$ cat config.mk
export PLATFORM = sky130hd
export DESIGN_NAME = wpk_guard
export DESIGN_NICKNAME = d
export VERILOG_FILES = /design/src/rtl/wpk_pkg.sv /design/src/rtl/wpk_code_match.sv /design/src/rtl/wpk_seq_fsm.sv /design/src/rtl/wpk_prot_store.sv /design/src/rtl/wpk_guard.sv
export SDC_FILE = /design/constraint.sdc
export NUM_CORES = 1
export LEC_CHECK = 0
export ABC_CLOCK_PERIOD_IN_PS = 6600
export BUFFER_PORTS_ARGS = -buffer_cell sky130_fd_sc_hd__buf_2
export CAP_MARGIN = 20
export CORE_AREA = 2 2 39 41
export DETAILED_ROUTE_END_ITERATION = 12
export DIE_AREA = 0 0 41 43
export GPL_TIMING_DRIVEN = 0
export PLACE_DENSITY = 0.74
export SLEW_MARGIN = 20
export SYNTH_ARGS = -nofsm -noshare
export SYNTH_HDL_FRONTEND = slang
export SYNTH_SLANG_ARGS = --single-unit
$ cat constraint.sdc
create_clock -name clk -period 6.6 [get_ports clk]
set_input_delay 0.66 -clock clk [delete_from_list [all_inputs] [get_ports clk]]
set_output_delay 0.66 -clock clk [all_outputs]
set_load 0.02 [all_outputs]
$ cat src/rtl/wpk_pkg.sv
// Shared types for the write-protection key detector.
// Assumes: five distinct key codes (address/data pairs) cover both keys.
package wpk_pkg;

    typedef enum logic [2:0] {
        SQ_IDLE = 3'd0,   // no key in progress
        SQ_K1   = 3'd1,   // lead byte seen
        SQ_K2   = 3'd2,   // lead and middle bytes seen
        SQ_D3   = 3'd3,   // release key, third step seen
        SQ_D4   = 3'd4,   // release key, fourth step seen
        SQ_D5   = 3'd5,   // release key, fifth step seen
        SQ_PASS = 3'd6    // page window open after arming key
    } sq_state_t;

    localparam int NCODE  = 5;
    localparam int C_LEAD = 0;   // AAh at the high key address
    localparam int C_MID  = 1;   // 55h at the low key address
    localparam int C_SET  = 2;   // A0h at the high key address
    localparam int C_ARM  = 3;   // 80h at the high key address
    localparam int C_CLR  = 4;   // 20h at the high key address

endpackage

$ cat src/rtl/wpk_code_match.sv
// Compares one write against a table of key codes and returns a hit vector.
// Assumes: codes are distinct, so at most one bit of hit is set.
module wpk_code_match #(
    parameter int ADDR_W = 13,
    parameter int DATA_W = 8,
    parameter int NC     = 5
) (
    input  logic [ADDR_W-1:0]         addr,
    input  logic [DATA_W-1:0]         data,
    input  logic [NC-1:0][ADDR_W-1:0] code_addr,
    input  logic [NC-1:0][DATA_W-1:0] code_data,
    output logic [NC-1:0]             hit
);

    // One equality comparator per key code.
    for (genvar i = 0; i < NC; i++) begin : g_cmp
        assign hit[i] = (addr == code_addr[i]) && (data == code_data[i]);
    end

endmodule

$ cat src/rtl/wpk_seq_fsm.sv
// Key sequence state machine. It walks the arming and release keys, opens
// the page window and flags key-step writes.
// Assumes: win_expire is a one-cycle pulse and is applied before the
// write seen in the same cycle.
module wpk_seq_fsm
    import wpk_pkg::*;
(
    input  logic             clk,
    input  logic             rst_n,
    input  logic             wr_valid,
    input  logic             win_expire,
    input  logic [NCODE-1:0] hit,
    output logic             set_req,
    output logic             clr_req,
    output logic             key_step,
    output logic             pass_eff
);

    sq_state_t st_q, eff, nxt;

    // Next state and decode for the write presented in this cycle.
    always_comb begin
        eff      = win_expire ? SQ_IDLE : st_q;
        nxt      = eff;
        set_req  = 1'b0;
        clr_req  = 1'b0;
        key_step = 1'b0;
        if (wr_valid) begin
            unique case (eff)
                SQ_IDLE: begin
                    if (hit[C_LEAD]) begin nxt = SQ_K1; key_step = 1'b1; end
                end
                SQ_K1: begin
                    if (hit[C_MID])       begin nxt = SQ_K2; key_step = 1'b1; end
                    else if (hit[C_LEAD]) begin nxt = SQ_K1; key_step = 1'b1; end
                    else                        nxt = SQ_IDLE;
                end
                SQ_K2: begin
                    if (hit[C_SET]) begin
                        nxt = SQ_PASS; key_step = 1'b1; set_req = 1'b1;
                    end
                    else if (hit[C_ARM])  begin nxt = SQ_D3; key_step = 1'b1; end
                    else if (hit[C_LEAD]) begin nxt = SQ_K1; key_step = 1'b1; end
                    else                        nxt = SQ_IDLE;
                end
                SQ_D3: begin
                    if (hit[C_LEAD]) begin nxt = SQ_D4; key_step = 1'b1; end
                    else                   nxt = SQ_IDLE;
                end
                SQ_D4: begin
                    if (hit[C_MID])       begin nxt = SQ_D5; key_step = 1'b1; end
                    else if (hit[C_LEAD]) begin nxt = SQ_K1; key_step = 1'b1; end
                    else                        nxt = SQ_IDLE;
                end
                SQ_D5: begin
                    if (hit[C_CLR]) begin
                        nxt = SQ_IDLE; key_step = 1'b1; clr_req = 1'b1;
                    end
                    else if (hit[C_LEAD]) begin nxt = SQ_K1; key_step = 1'b1; end
                    else                        nxt = SQ_IDLE;
                end
                SQ_PASS: nxt = SQ_PASS;
                default: nxt = SQ_IDLE;
            endcase
        end
    end

    // Sequence state register; reset abandons any key.
    always_ff @(posedge clk) begin
        if (!rst_n) st_q <= SQ_IDLE;
        else        st_q <= nxt;
    end

    assign pass_eff = (eff == SQ_PASS);

endmodule

$ cat src/rtl/wpk_prot_store.sv
// Retained protect flag. Reset does not clear it; the power-on value is a
// parameter.
// Assumes: set and clear are never requested together.
module wpk_prot_store #(
    parameter logic INIT = 1'b0
) (
    input  logic clk,
    input  logic rst_n,
    input  logic set_req,
    input  logic clr_req,
    output logic prot
);

    logic prot_q = INIT;

    // Flag update; frozen while the detector is held in reset.
    always_ff @(posedge clk) begin
        if (rst_n) begin
            if (set_req)      prot_q <= 1'b1;
            else if (clr_req) prot_q <= 1'b0;
        end
    end

    assign prot = prot_q;

endmodule

$ cat src/rtl/wpk_guard.sv
// Top: write-protection key detector. Gives a per-write commit decision
// and the retained protect flag.
// Assumes: wr_valid marks writes already accepted by the controller, and
// win_expire comes from the controller's page-load timer.
module wpk_guard
    import wpk_pkg::*;
#(
    parameter int                ADDR_W     = 13,
    parameter int                DATA_W     = 8,
    parameter logic [ADDR_W-1:0] KEY_ADDR_A = 13'h1555,
    parameter logic [ADDR_W-1:0] KEY_ADDR_B = 13'h0AAA,
    parameter logic [DATA_W-1:0] KEY_LEAD   = 8'hAA,
    parameter logic [DATA_W-1:0] KEY_MID    = 8'h55,
    parameter logic [DATA_W-1:0] KEY_SET    = 8'hA0,
    parameter logic [DATA_W-1:0] KEY_ARM    = 8'h80,
    parameter logic [DATA_W-1:0] KEY_CLR    = 8'h20,
    parameter logic              INIT_PROT  = 1'b0
) (
    input  logic              clk,
    input  logic              rst_n,
    input  logic              wr_valid,
    input  logic [ADDR_W-1:0] wr_addr,
    input  logic [DATA_W-1:0] wr_data,
    input  logic              win_expire,
    output logic              prot_o,
    output logic              commit_ok
);

    logic [NCODE-1:0][ADDR_W-1:0] code_addr;
    logic [NCODE-1:0][DATA_W-1:0] code_data;
    logic [NCODE-1:0]             hit;
    logic                         set_req, clr_req, key_step, pass_eff;

    // Key code table built from parameters.
    always_comb begin
        code_addr[C_LEAD] = KEY_ADDR_A; code_data[C_LEAD] = KEY_LEAD;
        code_addr[C_MID]  = KEY_ADDR_B; code_data[C_MID]  = KEY_MID;
        code_addr[C_SET]  = KEY_ADDR_A; code_data[C_SET]  = KEY_SET;
        code_addr[C_ARM]  = KEY_ADDR_A; code_data[C_ARM]  = KEY_ARM;
        code_addr[C_CLR]  = KEY_ADDR_A; code_data[C_CLR]  = KEY_CLR;
    end

    wpk_code_match #(.ADDR_W(ADDR_W), .DATA_W(DATA_W), .NC(NCODE)) u_match (
        .addr(wr_addr), .data(wr_data),
        .code_addr(code_addr), .code_data(code_data), .hit(hit)
    );

    wpk_seq_fsm u_fsm (
        .clk(clk), .rst_n(rst_n), .wr_valid(wr_valid), .win_expire(win_expire),
        .hit(hit), .set_req(set_req), .clr_req(clr_req),
        .key_step(key_step), .pass_eff(pass_eff)
    );

    wpk_prot_store #(.INIT(INIT_PROT)) u_store (
        .clk(clk), .rst_n(rst_n), .set_req(set_req), .clr_req(clr_req),
        .prot(prot_o)
    );

    // Commit decision: data writes only, and only if unprotected or window open.
    assign commit_ok = rst_n && wr_valid && !key_step && (!prot_o || pass_eff);

endmodule

After elaboration in Yosys (flattened, before gate mapping):

Cells that the tools add are included.
W data, S select, Z words.

* eq/ne operators: 13
* reduce and logical (&&, ||, !) cells: 16
* mux-type cells: 25

Operator list (count)
* $eq A8 B8 Y1 const B: 3
* $mux W3: 8
* $pmux W3 S7: 1
* $mux W1: 15
* $eq A13 B12 Y1 const B: 1
* $eq A13 B13 Y1 const B: 1
* $eq A3 B3 Y1 const B: 3
* $eq A8 B6 Y1 const B: 1
* $eq A8 B7 Y1 const B: 1
* $logic_and A1 B1 Y1: 8
* $eq A3 B2 Y1 const B: 2
* $pmux W1 S4: 1
* $reduce_or A2 Y1: 2
* $eq A3 B1 Y1 const B: 1
* $logic_not A3 Y1: 1
* $logic_not A1 Y1: 2
* $reduce_and A2 Y1: 1
* $reduce_bool A2 Y1: 1
* $logic_or A1 B1 Y1: 1

* bits in registers: 4
* output and inout port bits: 2
* word-level logic and storage cells: 56
* input port bits: 25

Depth between registers and ports, before layout:

* depth in word-level cells: 10
* mapped depth: 6
* gate-level depth less buffers: 5

Modules after synthesis:

Synthesis repeated with hierarchy kept, for this count alone.

* cell total of the unflattened synthesis: 222
* area, all modules: 1773.0 µm²

Modules (own cells, without submodules)
* wpk_code_match: times used 1, cells each 161, seq. area each 0.0 µm², area each 1345.0 µm²
* wpk_seq_fsm: times used 1, cells each 54, seq. area each 60.1 µm², area each 355.3 µm²
* wpk_prot_store: times used 1, cells each 2, seq. area each 30.0 µm², area each 37.5 µm²
* wpk_guard: times used 1, cells each 5, seq. area each 0.0 µm², area each 35.0 µm²

Worst setup path after synthesis:

No wires, ideal clock.

* path kind: input to output
* from: input port wr_addr[1]
* to: output port commit_ok
* path buffers: 1
* data required time: 5940 ps
* arrival time: 2415 ps
* stages on the path: 6
* setup slack: 3525 ps
* path through: or4b_1 or4_1 or4_1 clkbuf_2 a21oi_1 nor2_1

* word-level cells in the longest chain between the ends: 10
* elaborated cells on any way between the ends: 17
* those cells by class: 2 x eq/ne; 7 x mux; 8 x reduce/logical

RTL lines
* start: declaration: line wpk_guard.sv:22 `input logic [ADDR_W-1:0] wr_addr,`
* $eq A13 B13 Y1: line wpk_code_match.sv:17 `assign hit[i] = (addr == code_addr[i]) && (data == code_data[i]);`
* $logic_and A1 B1 Y1: line wpk_code_match.sv:17
* $mux W1
* $mux W1: line wpk_seq_fsm.sv:42 `else if (hit[C_ARM]) begin nxt = SQ_D3; key_step = 1'b1; end`
* $mux W1: line wpk_seq_fsm.sv:39 `if (hit[C_SET]) begin`
* $pmux W1 S4 (*): line wpk_seq_fsm.sv:29 `unique case (eff)`
* $mux W1 (*): line wpk_seq_fsm.sv:28 `if (wr_valid) begin`
* $logic_not A1 Y1 (*): line wpk_guard.sv:60 `assign commit_ok = rst_n && wr_valid && !key_step && (!prot_o || pass_eff);`
* $logic_and A1 B1 Y1 (*) (2 in series): line wpk_guard.sv:60
* end: declaration: line wpk_guard.sv:26 `output logic commit_ok`

Mark *: on every way between the ends. The rest lies on a longest branch, timed or not.

Final worst setup path:

Ends and elaborated chain as after synthesis.

==> qor.yml <==
cts:
  ctsResizeCount: 0
  clockBufferDepth: 2
  post_cts_buffers: 0
  path_clk_slew_ps: 30
  cts_tree: "built"
  cts_num_sinks: 4
  clk_latency_ps: 250
  cts_root_buf: "clkbuf_4"
  hold_buffers: 0
  htreeDepth: 1
  cts_made_buffers: 3
critical_path:
  critPathMaxFanout: 7
  cp-end-kind: "output pin"
  crit_arrival_ps: 2730
  crit_required_ps: 5940
  r2r_slack_ps: 4370
  r2r_end: "u_store.prot"
  reg2reg_from: "u_fsm.st_q[0]"
  r2r_cells: 5
  critical_path_class: "in -> out"
  start_kind: "primary input"
detailed_routing:
  post-route-drc-count: 0
  vias: 773
  drt-pass1-iter-count: 4
  wire_per_inst_um: 13.0
  drt_iter0_drc: 25
  ant_nets: 0
  vias_per_cell: 6.09
  drt-total-wl_um: 1650
synthesis:
  synth.top_cells.by_count: "nand2_1 (10), nor2_1 (6)"
  yosysTopAreaCell: "dfxtp_1"
  synthCells: 81
  mappedNetlistArea_um2: 567
  yosys.area_share.adder: 0
  synth_area_leaders: "dfxtp_1 (11%), nand2_1 (6.6%), edfxtp_1 (5.3%)"
  yosys.area.top_type_share: 0.106
  synth_nets: 106
  synth_simple_gate_area_share: 0.517
  synthMuxAreaShare: 0
  ys_ff_latch: 4
  yosysMostFrequentCell: "nand2_1"
  synth_top_family_by_area: "simple AND/OR/NAND/NOR gates"
  synthXorXnorAreaFrac: 0.0155
  postSynthAreaPerCell_um2: 7.00
  yosysUniqueCellTypes: 37
  seq_area_frac_synth: 0.159
  ys.flop_type: "dfxtp_1"
  synth_async_sr_flop_share: 0
  synth_compound_area_frac: 0.267
  yosys_warnings: 0
  synth-edff-count: 1
timing:
  fin_crit_ps: 3390
  worst_slew_pin_slew_ps: 470
  relSlewSlack: 0.687
  hold_viol: 0
  setup_violations: 0
  rsz0062_at_grt: "false"
  fmax_mhz: 295
  finClkSkew_ps: 12.6
  slew_violations: 0
  fin_crit_sh: 0.514
  setup_tns_ps: 0
global_route:
  grt.total_usage: 0.216
  grt_max_degree: 11
  grt_first_pass_wirelength_um: 2700
  overflow: 0
  grt_pass1_vias: 680
  antenna_found_initial: 0
final_layout:
  drive_above_1_share: 0.288
  nets: 137
  instances_no_fill: 127
  syn2layout_area_growth_pct: 31.1
  diodes: 0
hold_path:
  whs_path_depth: 4
  hp-start: "u_fsm.st_q[0]"
  hp-class: "reg -> reg"
  hold_end: "u_fsm.st_q[1]"
power_and_ir_drop:
  p_leak_nw: 0.291
  peakVddDrop_v: 0.000127
  powerDensity_mw_per_mm2: 107
floorplan:
  start_util: 0.410
  dieWidth_um: 41
  rows: 14
  dieArea_mm2: 0.00176
  core_area_mm2: 0.00138
  die_y_um: 43
  io_pins: 27
placement:
  gp_congestion: 0.860
  place_hpwl_um: 1290
  placedCellCount: 123
  portBuffers: 26
flow_run:
  maxCapViolCount: 0
outcome:
  status: "complete, no violations"
==> flip-flops by register name, summed over array words and instances (netlist names) <==
signal and count:
u_fsm.st_q 3, u_store.prot 1
==> per-layer routing <==
layer / GRT usage / vias to the layer above / wire length (um)
li1: - / 378 / -
met2: 0.356 / 28 / 826
met5: 0 / - / 0
met3: 0.0785 / 0 / 110
met1: 0.269 / 367 / 716
met4: 0.0200 / 0 / 0
==> worst max-delay path by stage <==
stage                     from   endpoint  slack (ps)  depth (start not counted)
CTS                 wr_addr[1]  commit_ok        3210                          8
finish              wr_addr[1]  commit_ok        3210                          8
floorplan           wr_addr[1]  commit_ok        3530                          6
global route        wr_addr[1]  commit_ok        3130                          8
detailed placement  wr_addr[1]  commit_ok        3210                          8
global placement    wr_addr[1]  commit_ok        3240                          8
==> metrics by stage <==
stage / total power, mW / worst slack [ps] / instance area (um2) / utilization / hold WS [ps]
final: 0.0796 / 3210 / 743 / 0.537 / 773
after CTS: 0.0805 / 3210 / 743 / 0.537 / 764
after global routing: 0.0863 / 3130 / 743 / 0.537 / 806
after floorplan: 0.0331 / 3530 / 567 / - / 668
after global placement: 0.0449 / 3240 / 717 / 0.518 / 747
after detailed placement: 0.0453 / 3210 / 717 / 0.518 / 758
==> power by group <==
part	total, mW	leakage (nW)	internal [mW]	switching (mW)
Combinational	0.0197	0.240	0.00918	0.0106
Clock	0.0344	0.0150	0.0228	0.0117
Sequential	0.0255	0.0360	0.0254	0.0000502
Total	0.0796	0.291	0.0574	0.0223
==> layout by cell type, fill, tap and decap left out, drive strengths merged, types with 3 or more instances in the layout <==
| master | Yosys | layout |
|---|---|---|
| a21oi | 4 | 4 |
| buf | 0 | 26 |
| clkbuf | 4 | 8 |
| dfxtp | 3 | 3 |
| nand2 | 10 | 10 |
| nand3 | 4 | 4 |
| nor2 | 6 | 6 |
| nor2b | 4 | 4 |
| nor3 | 4 | 4 |
| o21a | 3 | 3 |
| o21ai | 4 | 4 |
==> cell type report <==
class / instances / area, um2
Fill cell: 149 / 641
Multi-Input combinational cell: 71 / 453
Timing Repair Buffer: 26 / 130
Sequential cell: 4 / 90.1
Clock buffer: 4 / 26.3
Tap cell: 16 / 20.0
Buffer: 4 / 16.3
Inverter: 2 / 7.51
==> logic make-up (layout without fill, tap and decap cells) <==
group,after synthesis,after routing
DFF,4,4
buffers and inverters,6,36
and+or+nand+nor,49,49
xor gates and xnor gates,1,1
AOI/OAI and AO/OA,21,21
==> critical path, stage by stage <==
cell      delay (ps)
buf_2            100
or4b_1           530
or4_1            530
or4_1            400
clkbuf_2         160
a21oi_1          140
nor2_1            50
buf_2            150
Power figures use the tool's default switching activity.
